### config.mk
export PLATFORM = sky130hd
export DESIGN_NAME = spi_regslave
export DESIGN_NICKNAME = d
export VERILOG_FILES = /design/src/rtl/spi_regslave_pkg.sv /design/src/rtl/spi_regslave_sync.sv /design/src/rtl/spi_regslave_shift.sv /design/src/rtl/spi_regslave_seq.sv /design/src/rtl/spi_regslave.sv
export SDC_FILE = /design/constraint.sdc
export NUM_CORES = 1
export LEC_CHECK = 0
export ABC_AREA = 0
export CAP_MARGIN = 10
export CORE_UTILIZATION = 45
export CTS_CLUSTER_DIAMETER = 50
export CTS_CLUSTER_SIZE = 20
export DETAILED_ROUTE_END_ITERATION = 6
export DONT_BUFFER_PORTS = 1
export PLACE_DENSITY = 0.58
export SYNTH_ARGS = -nofsm -noshare
export SYNTH_HDL_FRONTEND = slang
export SYNTH_SLANG_ARGS = --single-unit
### constraint.sdc
create_clock -name clk -period 3.85 [get_ports clk]
set_clock_uncertainty 0.15 [all_clocks]
set_input_delay 0.9625 -clock clk [delete_from_list [all_inputs] [get_ports clk]]
set_output_delay 0.9625 -clock clk [all_outputs]
set_load 0.05 [all_outputs]
### src/rtl/spi_regslave_pkg.sv
package spi_regslave_pkg;
  localparam int ADDR_W   = 5;
  localparam int DATA_W   = 8;
  localparam int QUEUE_HI = 4;
  localparam int PIN_REG  = 20;
  localparam int TOP_REG  = 31;
  localparam int DIR_BIT  = 1;
  localparam int ACK_BIT  = 0;

  typedef enum logic [1:0] {
    PH_IDLE = 2'd0,
    PH_CMD  = 2'd1,
    PH_DATA = 2'd2
  } phase_e;

  function automatic logic [ADDR_W-1:0] step_addr(input logic [ADDR_W-1:0] a);
    if (a <= ADDR_W'(QUEUE_HI) || a == ADDR_W'(PIN_REG) || a == ADDR_W'(TOP_REG))
      return a;
    else
      return a + ADDR_W'(1);
  endfunction
endpackage

### src/rtl/spi_regslave_sync.sv
module spi_regslave_sync #(
  parameter int              WIDTH   = 3,
  parameter int              STAGES  = 2,
  parameter logic [WIDTH-1:0] RST_VAL = '0
) (
  input  logic             clk,
  input  logic             rst_n,
  input  logic [WIDTH-1:0] d,
  output logic [WIDTH-1:0] q
);
  logic [STAGES-1:0][WIDTH-1:0] stg_q;

  always_ff @(posedge clk or negedge rst_n) begin
    if (!rst_n) stg_q <= {STAGES{RST_VAL}};
    else        stg_q <= {stg_q[STAGES-2:0], d};
  end

  assign q = stg_q[STAGES-1];
endmodule

### src/rtl/spi_regslave_shift.sv
module spi_regslave_shift #(
  parameter int DW = 8
) (
  input  logic          clk,
  input  logic          rst_n,
  input  logic          sclk_s,
  input  logic          ss_n_s,
  input  logic          mosi_s,
  input  logic          half_duplex,
  input  logic          load_rd,
  input  logic [DW-1:0] status_i,
  input  logic [DW-1:0] rdata,
  output logic          sel_act,
  output logic          byte_done,
  output logic [DW-1:0] rx_byte,
  output logic          tx_bit,
  output logic          hd_drive
);
  localparam int CW = $clog2(DW);
  localparam logic [CW-1:0] LAST = CW'(DW - 1);

  logic          sclk_d, ss_d;
  logic          rise, fall, start;
  logic [CW-1:0] bit_q, bit_n;
  logic [DW-2:0] rx_q, rx_n;
  logic [DW-1:0] tx_q, tx_n;
  logic          drv_q, drv_n;

  assign sel_act   = ~ss_n_s;
  assign rise      = sel_act & sclk_s & ~sclk_d;
  assign fall      = sel_act & ~sclk_s & sclk_d;
  assign start     = ss_d & ~ss_n_s;
  assign rx_byte   = {rx_q, mosi_s};
  assign byte_done = rise & (bit_q == LAST);
  assign tx_bit    = tx_q[DW-1];
  assign hd_drive  = drv_q;

  always_comb begin
    bit_n = bit_q;
    rx_n  = rx_q;
    tx_n  = tx_q;
    drv_n = drv_q;
    if (!sel_act) begin
      bit_n = '0;
      drv_n = 1'b0;
    end
    if (start) begin
      tx_n  = status_i;
      bit_n = '0;
    end
    if (rise) begin
      rx_n  = rx_byte[DW-2:0];
      bit_n = bit_q + CW'(1);
    end
    if (fall) begin
      if (bit_q == '0 && load_rd) begin
        tx_n  = rdata;
        drv_n = half_duplex;
      end else begin
        tx_n  = {tx_q[DW-2:0], 1'b0};
      end
    end
  end

  always_ff @(posedge clk or negedge rst_n) begin
    if (!rst_n) begin
      sclk_d <= 1'b0;
      ss_d   <= 1'b1;
      bit_q  <= '0;
      rx_q   <= '0;
      tx_q   <= '0;
      drv_q  <= 1'b0;
    end else begin
      sclk_d <= sclk_s;
      ss_d   <= ss_n_s;
      bit_q  <= bit_n;
      rx_q   <= rx_n;
      tx_q   <= tx_n;
      drv_q  <= drv_n;
    end
  end
endmodule

### src/rtl/spi_regslave_seq.sv
module spi_regslave_seq
  import spi_regslave_pkg::*;
#(
  parameter int AW = ADDR_W,
  parameter int DW = DATA_W
) (
  input  logic          clk,
  input  logic          rst_n,
  input  logic          sel_act,
  input  logic          byte_done,
  input  logic [DW-1:0] rx_byte,
  input  logic          host_mode,
  output logic          reg_we,
  output logic          reg_re,
  output logic [AW-1:0] reg_addr,
  output logic [DW-1:0] reg_wdata,
  output logic          ack_set,
  output logic          load_rd
);
  phase_e        phase_q, phase_n;
  logic          wr_q, wr_n;
  logic [AW-1:0] cur_q, cur_n, cmd_addr;
  logic [AW-1:0] addr_q, addr_n;
  logic [DW-1:0] wdata_q, wdata_n;
  logic          we_q, we_n, re_q, re_n, ack_q, ack_n;

  assign cmd_addr = rx_byte[DW-1 -: AW];
  assign load_rd  = (phase_q == PH_DATA) & ~wr_q;

  always_comb begin
    phase_n = phase_q;
    wr_n    = wr_q;
    cur_n   = cur_q;
    addr_n  = addr_q;
    wdata_n = wdata_q;
    we_n    = 1'b0;
    re_n    = 1'b0;
    ack_n   = 1'b0;
    if (!sel_act) begin
      phase_n = PH_IDLE;
    end else begin
      if (phase_q == PH_IDLE) phase_n = PH_CMD;
      if (byte_done) begin
        if (phase_q != PH_DATA) begin
          phase_n = PH_DATA;
          cur_n   = cmd_addr;
          wr_n    = rx_byte[DIR_BIT];
          ack_n   = rx_byte[ACK_BIT] & ~host_mode;
          if (!rx_byte[DIR_BIT]) begin
            re_n   = 1'b1;
            addr_n = cmd_addr;
          end
        end else if (wr_q) begin
          we_n    = 1'b1;
          addr_n  = cur_q;
          wdata_n = rx_byte;
          cur_n   = step_addr(cur_q);
        end else begin
          re_n    = 1'b1;
          addr_n  = step_addr(cur_q);
          cur_n   = step_addr(cur_q);
        end
      end
    end
  end

  always_ff @(posedge clk or negedge rst_n) begin
    if (!rst_n) begin
      phase_q <= PH_IDLE;
      wr_q    <= 1'b0;
      cur_q   <= '0;
      addr_q  <= '0;
      wdata_q <= '0;
      we_q    <= 1'b0;
      re_q    <= 1'b0;
      ack_q   <= 1'b0;
    end else begin
      phase_q <= phase_n;
      wr_q    <= wr_n;
      cur_q   <= cur_n;
      addr_q  <= addr_n;
      wdata_q <= wdata_n;
      we_q    <= we_n;
      re_q    <= re_n;
      ack_q   <= ack_n;
    end
  end

  assign reg_we    = we_q;
  assign reg_re    = re_q;
  assign reg_addr  = addr_q;
  assign reg_wdata = wdata_q;
  assign ack_set   = ack_q;
endmodule

### src/rtl/spi_regslave.sv
module spi_regslave
  import spi_regslave_pkg::*;
#(
  parameter int AW = ADDR_W,
  parameter int DW = DATA_W,
  parameter int SYNC_STAGES = 2
) (
  input  logic          clk,
  input  logic          rst_n,
  input  logic          half_duplex,
  input  logic          host_mode,
  input  logic          sclk,
  input  logic          ss_n,
  input  logic          mosi_i,
  output logic          mosi_o,
  output logic          mosi_oe,
  output logic          miso_o,
  output logic          miso_oe,
  input  logic [DW-1:0] status_i,
  output logic          reg_we,
  output logic          reg_re,
  output logic [AW-1:0] reg_addr,
  output logic [DW-1:0] reg_wdata,
  input  logic [DW-1:0] reg_rdata,
  output logic          ack_set
);
  logic       rst_meta, rst_sync;
  logic [2:0] pins_s;
  logic       sel_act, byte_done, tx_bit, hd_drive, load_rd;
  logic [DW-1:0] rx_byte;

  always_ff @(posedge clk or negedge rst_n) begin
    if (!rst_n) begin
      rst_meta <= 1'b0;
      rst_sync <= 1'b0;
    end else begin
      rst_meta <= 1'b1;
      rst_sync <= rst_meta;
    end
  end

  spi_regslave_sync #(.WIDTH(3), .STAGES(SYNC_STAGES), .RST_VAL(3'b010)) u_sync (
    .clk(clk), .rst_n(rst_sync), .d({sclk, ss_n, mosi_i}), .q(pins_s)
  );

  spi_regslave_shift #(.DW(DW)) u_shift (
    .clk(clk), .rst_n(rst_sync),
    .sclk_s(pins_s[2]), .ss_n_s(pins_s[1]), .mosi_s(pins_s[0]),
    .half_duplex(half_duplex), .load_rd(load_rd),
    .status_i(status_i), .rdata(reg_rdata),
    .sel_act(sel_act), .byte_done(byte_done), .rx_byte(rx_byte),
    .tx_bit(tx_bit), .hd_drive(hd_drive)
  );

  spi_regslave_seq #(.AW(AW), .DW(DW)) u_seq (
    .clk(clk), .rst_n(rst_sync),
    .sel_act(sel_act), .byte_done(byte_done), .rx_byte(rx_byte),
    .host_mode(host_mode),
    .reg_we(reg_we), .reg_re(reg_re), .reg_addr(reg_addr),
    .reg_wdata(reg_wdata), .ack_set(ack_set), .load_rd(load_rd)
  );

  assign miso_o  = tx_bit;
  assign mosi_o  = tx_bit;
  assign miso_oe = sel_act & ~half_duplex;
  assign mosi_oe = sel_act & half_duplex & hd_drive;
endmodule

==> results.py, run 1 <==
metrics = {
    "final_layout": {
        "nets": 252,
        "seq_area_um2": 1330,
        "stdcell_area_um2": 2710,
        "layout-drive-gt1-share_pct": 18.3,
        "antenna_cells": 0,
        "fillers": 482,
        "multi_input_area_um2": 1100,
        "syn2layout_area_growth_pct": 7.38,
    },
    "placed_design": {
        "gp_congestion": 0.819,
        "dpl.hpwl_um": 3280,
        "post_dp_cell_area_um2": 2570,
        "numPortBuffers": 0,
        "preCtsSetupSlack_ns": 1.29,
    },
    "timing": {
        "hold_viol_final": 0,
        "fin_crit_ns": 2.48,
        "slew_violations": 0,
        "final-setup-viol-count": 0,
        "rsz0062_at_grt": "no",
        "fin_ws_ns": 1.37,
        "finalCritPeriodShare_pct": 64.3,
        "fmax_ghz": 0.404,
        "tns_ns": 0,
        "max-slew-margin-rel_pct": 36.5,
        "worstMarginPinSlew_ns": 0.951,
    },
    "worst_setup_path": {
        "worst-path-max-fanout": 13,
        "arrival_ns": 1.36,
        "critical_path_class": "flop to primary output",
        "r2r_slack_ns": 1.51,
        "required_ns": 2.74,
        "crit_path_end_kind": "primary output",
        "start_kind": "flop",
    },
    "die": {
        "start_util_pct": 48.0,
        "io_pins": 43,
        "core_um2": 5270,
        "die_area_um2": 5920,
        "fp-row-count": 26,
        "die_y_um": 76.9,
        "fp.dieW_um": 76.9,
    },
    "power": {
        "power.density_nw_per_um2": 428,
        "pwr-share-seq_pct": 58.7,
        "switching_share_pct": 25.4,
        "p_switching_mw": 0.295,
        "comb_power_share_pct": 9.4,
        "internal_power_mw": 0.866,
        "clkPwrFrac_pct": 31.9,
        "vdd_drop_max_mv": 0.229,
        "leakagePower_nw": 1.18,
        "power_mw": 1.16,
    },
    "run": {
        "maxCapViolations": 0,
    },
    "detailed_routing": {
        "avgRoutedWirePerCell_um": 15.9,
        "dr.pass1.iters": 4,
        "drt_iter0_drc": 93,
        "drtAntennaViolNets": 0,
        "drt-total-wl_um": 4670,
        "vias": 1637,
        "vias_per_cell": 5.57,
        "drc_errors": 0,
    },
    "run_status": {
        "run_status": "complete, no violations",
    },
    "logic_synthesis": {
        "yosysTopAreaCell": "dfrtp_1",
        "ys.flop_type": "dfrtp_1",
        "synth_nets": 254,
        "ys_async_sr_fraction_pct": 100,
        "synth_top_area_share_pct": 49.5,
        "ys_seq_area_share_pct": 52.6,
        "synth_cell_type_count": 45,
        "synth_area_leaders": "dfrtp_1 (50%), mux2_2 (6.2%), mux2i_1 (4.4%), dfstp_2 (3.1%), ha_1 (3.0%)",
        "syn_area_um2": 2530,
        "synth-edff-count": 0,
        "syn_inst": 225,
        "yosysWarnings": 0,
        "syn_area_per_cell_um2": 11.2,
        "ys_ff_latch": 53,
    },
    "global_route": {
        "grt_max_degree": 52,
        "grt_pass1_vias": 1648,
        "grt_pass1_wl_um": 7870,
        "antenna_found_initial": 0,
        "grt_usage_pct": 16.9,
        "overflow": 0,
    },
    "cts": {
        "clk_latency_ns": 0.30,
        "hold_buffers": 0,
        "cts.path.max_buffers": 2,
        "cts_tree": "built",
        "path_clk_slew_ns": 0.09,
        "cts_sinks": 53,
        "post_cts_resize_count": 0,
        "numCtsBuffers": 5,
        "root_buffer": "clkbuf_8",
        "post_cts_buffers": 0,
        "h-tree-depth": 2,
    },
    "worst_hold_path": {
        "hold_class": "flop to asynchronous set/reset pin",
    },
}
## layout by cell type, fill, tap and decap left out, drive strengths merged, types with 7 or more instances in the layout
cell type  netlist  routed
or3b             8       8
inv             10      11
a21oi            9       9
mux2            15      15
nor2            11      11
dfrtp           50      50
o21ai           12      12
o211ai           7       7
mux2i           11      11
nand2           14      14
## path summary, 6_finish.rpt
path | from | endpoint | depth (start not counted)
min in group clk | u_sync.stg_q[1] | u_sync.q[1] | 0
worst max-delay path | u_sync.q[1] | mosi_oe | 3
worst max register to register | u_seq.cur_q[1] | u_seq.reg_addr[3] | 7
worst min-delay path | rst_sync | u_sync.stg_q[2] | 0
max in group asynchronous | rst_sync | u_seq.reg_addr[0] | 1
worst min register to register | rst_sync | u_sync.stg_q[2] | 0
## worst max-delay path: stages, from the launching register on
cell and delay [ns]:
dfstp_2 0.68, nand2b_1 0.17, nor2_1 0.04, buf_4 0.18
## metrics by stage
stage               utilization (%)  hold slack (ns)  instances
floorplan                         -            0.181        225
global placement               48.9            0.184        284
detailed placement             48.9            0.191        284
CTS                            51.0            0.184        292
global route                   51.5            0.131        294
finish                         51.5           0.0775        294
## Yosys cell counts, types with 3 or more instances
| master | count |
|---|---|
| o31ai_1 | 4 |
| buf_2 | 5 |
| nor2_1 | 11 |
| o21ai_0 | 12 |
| nand2b_1 | 5 |
| dfrtp_1 | 50 |
| nor2b_1 | 5 |
| a21oi_1 | 9 |
| ha_1 | 6 |
| clkbuf_1 | 6 |
| mux2i_1 | 11 |
| nor3_1 | 6 |
| o211ai_1 | 7 |
| mux2_2 | 14 |
| a22oi_1 | 3 |
| dfstp_2 | 3 |
| nand2_1 | 14 |
| or3b_2 | 8 |
| inv_1 | 10 |
## flip-flops by register name, summed over array words and instances, names as in the netlist
register and count:
u_seq.reg_wdata 8, u_seq.cur_q 5, u_shift.tx_q 8, u_seq.phase_q 2, u_sync.q 3, u_shift.ss_d 1, u_shift.hd_drive 1, rst_sync 1
u_shift.rx_q 7, u_seq.wr_q 1, u_seq.reg_re 1, u_seq.reg_we 1, u_seq.ack_set 1, u_sync.stg_q 3, u_seq.reg_addr 5, rst_meta 1
u_shift.sclk_d 1, u_shift.bit_q 3
## cells by family (layout without fill, tap and decap cells)
group / count (synthesis) / in the layout / share of synthesized area [%]
flip-flops: 53 / 53 / 52.6
AO/OA/AOI/OAI: 46 / 46 / 11.7
other: 1 / 1 / 0.148
AND/OR/NAND/NOR: 69 / 69 / 17.0
XOR/XNOR: 1 / 1 / 0.347
multiplexers: 26 / 26 / 11.2
adder cells (fa/ha/maj): 6 / 6 / 2.97
buffers and inverters: 23 / 22 / 3.96
## layout make-up
class	instances	share of cell area [%]
clock buffers	6	2.67
clock inverters	2	1.43
inverters	10	1.38
multi-input cells	149	40.7
flip-flops and latches	53	49.1
well taps	70	3.23
repair buffers	4	1.57
## power groups by stage
stage	Clock [mW]	Combinational, mW	Sequential [mW]
after global placement	0	0.0959	0.696
after global routing	0.403	0.121	0.692
after CTS	0.385	0.102	0.688
final	0.371	0.109	0.682
after detailed placement	0	0.101	0.700
after floorplan	0	0.104	0.663
## metal layers
metal / track usage [%] / routed length [um]
met4: 6.15 / 85
met1: 22.5 / 2150
met5: 0 / 0
met3: 4.76 / 216
met2: 26.3 / 2220
No activity file was read; power rests on OpenSTA's default activity.
==> run 2, diff against run 1 <==
--- a/config.mk
+++ b/config.mk
@@ -12,7 +12,7 @@
 export CTS_CLUSTER_SIZE = 20
 export DETAILED_ROUTE_END_ITERATION = 6
 export DONT_BUFFER_PORTS = 1
-export PLACE_DENSITY = 0.58
+export PLACE_DENSITY = 0.6
 export SYNTH_ARGS = -nofsm -noshare
 export SYNTH_HDL_FRONTEND = slang
 export SYNTH_SLANG_ARGS = --single-unit
==> constraint.sdc (replaced) <==
create_clock -name clk -period 2.1 [get_ports clk]
set_clock_uncertainty 0.15 [all_clocks]
set_input_delay 0.525 -clock clk [delete_from_list [all_inputs] [get_ports clk]]
set_output_delay 0.525 -clock clk [all_outputs]
set_load 0.05 [all_outputs]
==> run 2 against run 1 <==
Clock power up 46%. Wire length up 14%. Register-to-register slack worse by 1.5 ns. Die area unchanged. Power up 73%. Global-route usage up 2.0 points. Count of clock-buffer cells in the layout up 1. Non-clock buffer count up 17. Critical path type is now flop to flop.
==> results.py, run 2 (synthesis gave the netlist of run 1 again) <==
metrics = {
    "power": {
        "switching_share_pct": 26.8,
        "internal_power_mw": 1.47,
        "comb_power_share_pct": 12.1,
        "power_mw": 2.01,
        "vdd_drop_max_mv": 0.472,
        "p_switching_mw": 0.539,
        "power.density_nw_per_um2": 706,
        "clkPwrFrac_pct": 27.0,
        "pwr-share-seq_pct": 60.9,
        "leakagePower_nw": 1.24,
    },
    "global_route": {
        "grt_max_degree": 29,
        "overflow": 0,
        "grt_pass1_wl_um": 8740,
        "grt_usage_pct": 18.9,
        "grt_pass1_vias": 1840,
        "antenna_found_initial": 0,
    },
    "worst_setup_path": {
        "start_kind": "flop",
        "r2r_cells": 7,
        "required_ns": 2.19,
        "arrival_ns": 2.17,
        "critical_path_class": "flop to flop",
        "max_stage_delay_ns": 0.43,
        "cp_slowest_cell": "or4_1",
        "path_cells": "ha_2 > and3_4 > ha_4 > nand4b_1 > or4_1 > a31oi_1 > o22a_1",
        "worst-path-max-fanout": 2,
        "crit_path_end_kind": "flop",
    },
    "cts": {
        "cts.path.max_buffers": 2,
        "root_buffer": "clkbuf_8",
        "cts_tree": "built",
        "numCtsBuffers": 5,
        "cts_sinks": 53,
        "h-tree-depth": 2,
        "clk_latency_ns": 0.30,
        "path_clk_slew_ns": 0.09,
    },
    "timing": {
        "finalCritPeriodShare_pct": 99.1,
        "tns_ns": 0,
        "rsz0062_at_grt": "yes",
        "worstMarginPinSlew_ns": 0.577,
        "whs_ns": 0.0719,
        "final-setup-viol-count": 0,
        "fin_crit_ns": 2.08,
        "fmax_ghz": 0.480,
        "slew_violations": 0,
        "hold_viol_final": 0,
        "max-slew-margin-rel_pct": 61.5,
    },
    "final_layout": {
        "layout-drive-gt1-share_pct": 25.3,
        "final_common_cell": "dfrtp_1",
        "fillers": 474,
        "mostFrequentLayoutCells": "dfrtp_1 (49), buf_4 (19), nand2_1 (14), mux2_2 (14), o21ai_0 (12)",
        "syn2layout_area_growth_pct": 12.9,
        "antenna_cells": 0,
        "stdcell_area_um2": 2850,
        "nets": 269,
    },
    "die": {
        "core_um2": 5270,
        "die_area_um2": 5920,
        "io_pins": 43,
        "fp.dieW_um": 76.9,
        "fp-row-count": 26,
        "die_y_um": 76.9,
        "start_util_pct": 48.0,
    },
    "placed_design": {
        "dpl.hpwl_um": 3770,
        "gp_congestion": 0.792,
        "numPortBuffers": 0,
        "post_dp_cell_area_um2": 2700,
    },
    "detailed_routing": {
        "dr.pass1.iters": 5,
        "vias_per_cell": 5.73,
        "avgRoutedWirePerCell_um": 17.1,
        "drt_iter0_drc": 114,
        "vias": 1781,
        "drtAntennaViolNets": 0,
        "drc_errors": 0,
        "drt-total-wl_um": 5310,
    },
    "worst_hold_path": {
        "hold_class": "input pin to flop",
        "hold_depth": 0,
    },
    "run_status": {
        "run_status": "complete, no violations",
    },
    "run": {
        "maxCapViolations": 0,
    },
}
-- run 2: timing repair --
| action | in CTS | in global routing |
|---|---|---|
| hold buffers | 1 | 0 |
| endpoints found under the setup margin | 1 | 11 |
| hold endpoints to repair | 2 | 0 |
| buffers inserted | 1 | 3 |
| resized for setup | 2 | 4 |
| pin swaps | 1 | 2 |
-- run 2: critical path, delay by kind of cell, from the launching register on --
| family | cells | cell delay [ns] |
|---|---|---|
| AND/OR/NAND/NOR | 3 | 0.81 |
| flip-flops | 1 | 0.39 |
| AO/OA/AOI/OAI | 2 | 0.33 |
| adder cells (fa/ha/maj) | 2 | 0.34 |
-- run 2: final timing paths --
| path | start | slack (ns) | end |
|---|---|---|---|
| worst max-delay path | u_seq.cur_q[0] | 0.02 | u_seq.reg_addr[3] |
| worst min register to register | rst_sync | 0.12 | u_seq.phase_q[0] |
| max in group asynchronous | rst_sync | 1.06 | u_sync.stg_q[1] |
| worst min-delay path | ss_n | 0.07 | u_sync.stg_q[1] |
| worst max register to register | u_seq.cur_q[0] | 0.02 | u_seq.reg_addr[3] |
| min in group asynchronous | rst_sync | 0.12 | u_seq.phase_q[0] |
-- run 2: cell type report --
cell class	count	area, um^2	area share [%]
Timing Repair Buffer	21	173	6.05
Inverter	10	37.5	1.32
Tap cell	70	87.6	3.07
Clock buffer	7	76.3	2.68
Sequential cell	53	1330	46.7
Multi-Input combinational cell	149	1140	40.0
Clock inverter	1	7.51	0.263
-- run 2: through the flow --
step / worst slack [ns] / cells / utilization [%]
floorplan: 0.00154 / 225 / -
global placement: -0.00469 / 298 / 51.1
detailed placement: -0.0438 / 298 / 51.1
CTS: 0.00136 / 308 / 53.2
global route: -0.0515 / 311 / 54.1
finish: 0.0182 / 311 / 54.1
-- run 2: metal layers --
layer | GRT usage, % | up-vias | share of wire [%]
met5 | 0 | - | 0
met4 | 6.54 | 0 | 1.2
met3 | 4.29 | 8 | 4.2
met2 | 30.6 | 43 | 50
met1 | 24.8 | 894 | 45
li1 | - | 836 | -
-- run 2: power groups by stage --
stage	logic, mW	registers, mW	clock network (mW)
final	0.244	1.23	0.543
after floorplan	0.190	1.21	0
after detailed placement	0.236	1.25	0
after CTS	0.240	1.23	0.569
after global routing	0.266	1.24	0.609
after global placement	0.225	1.24	0
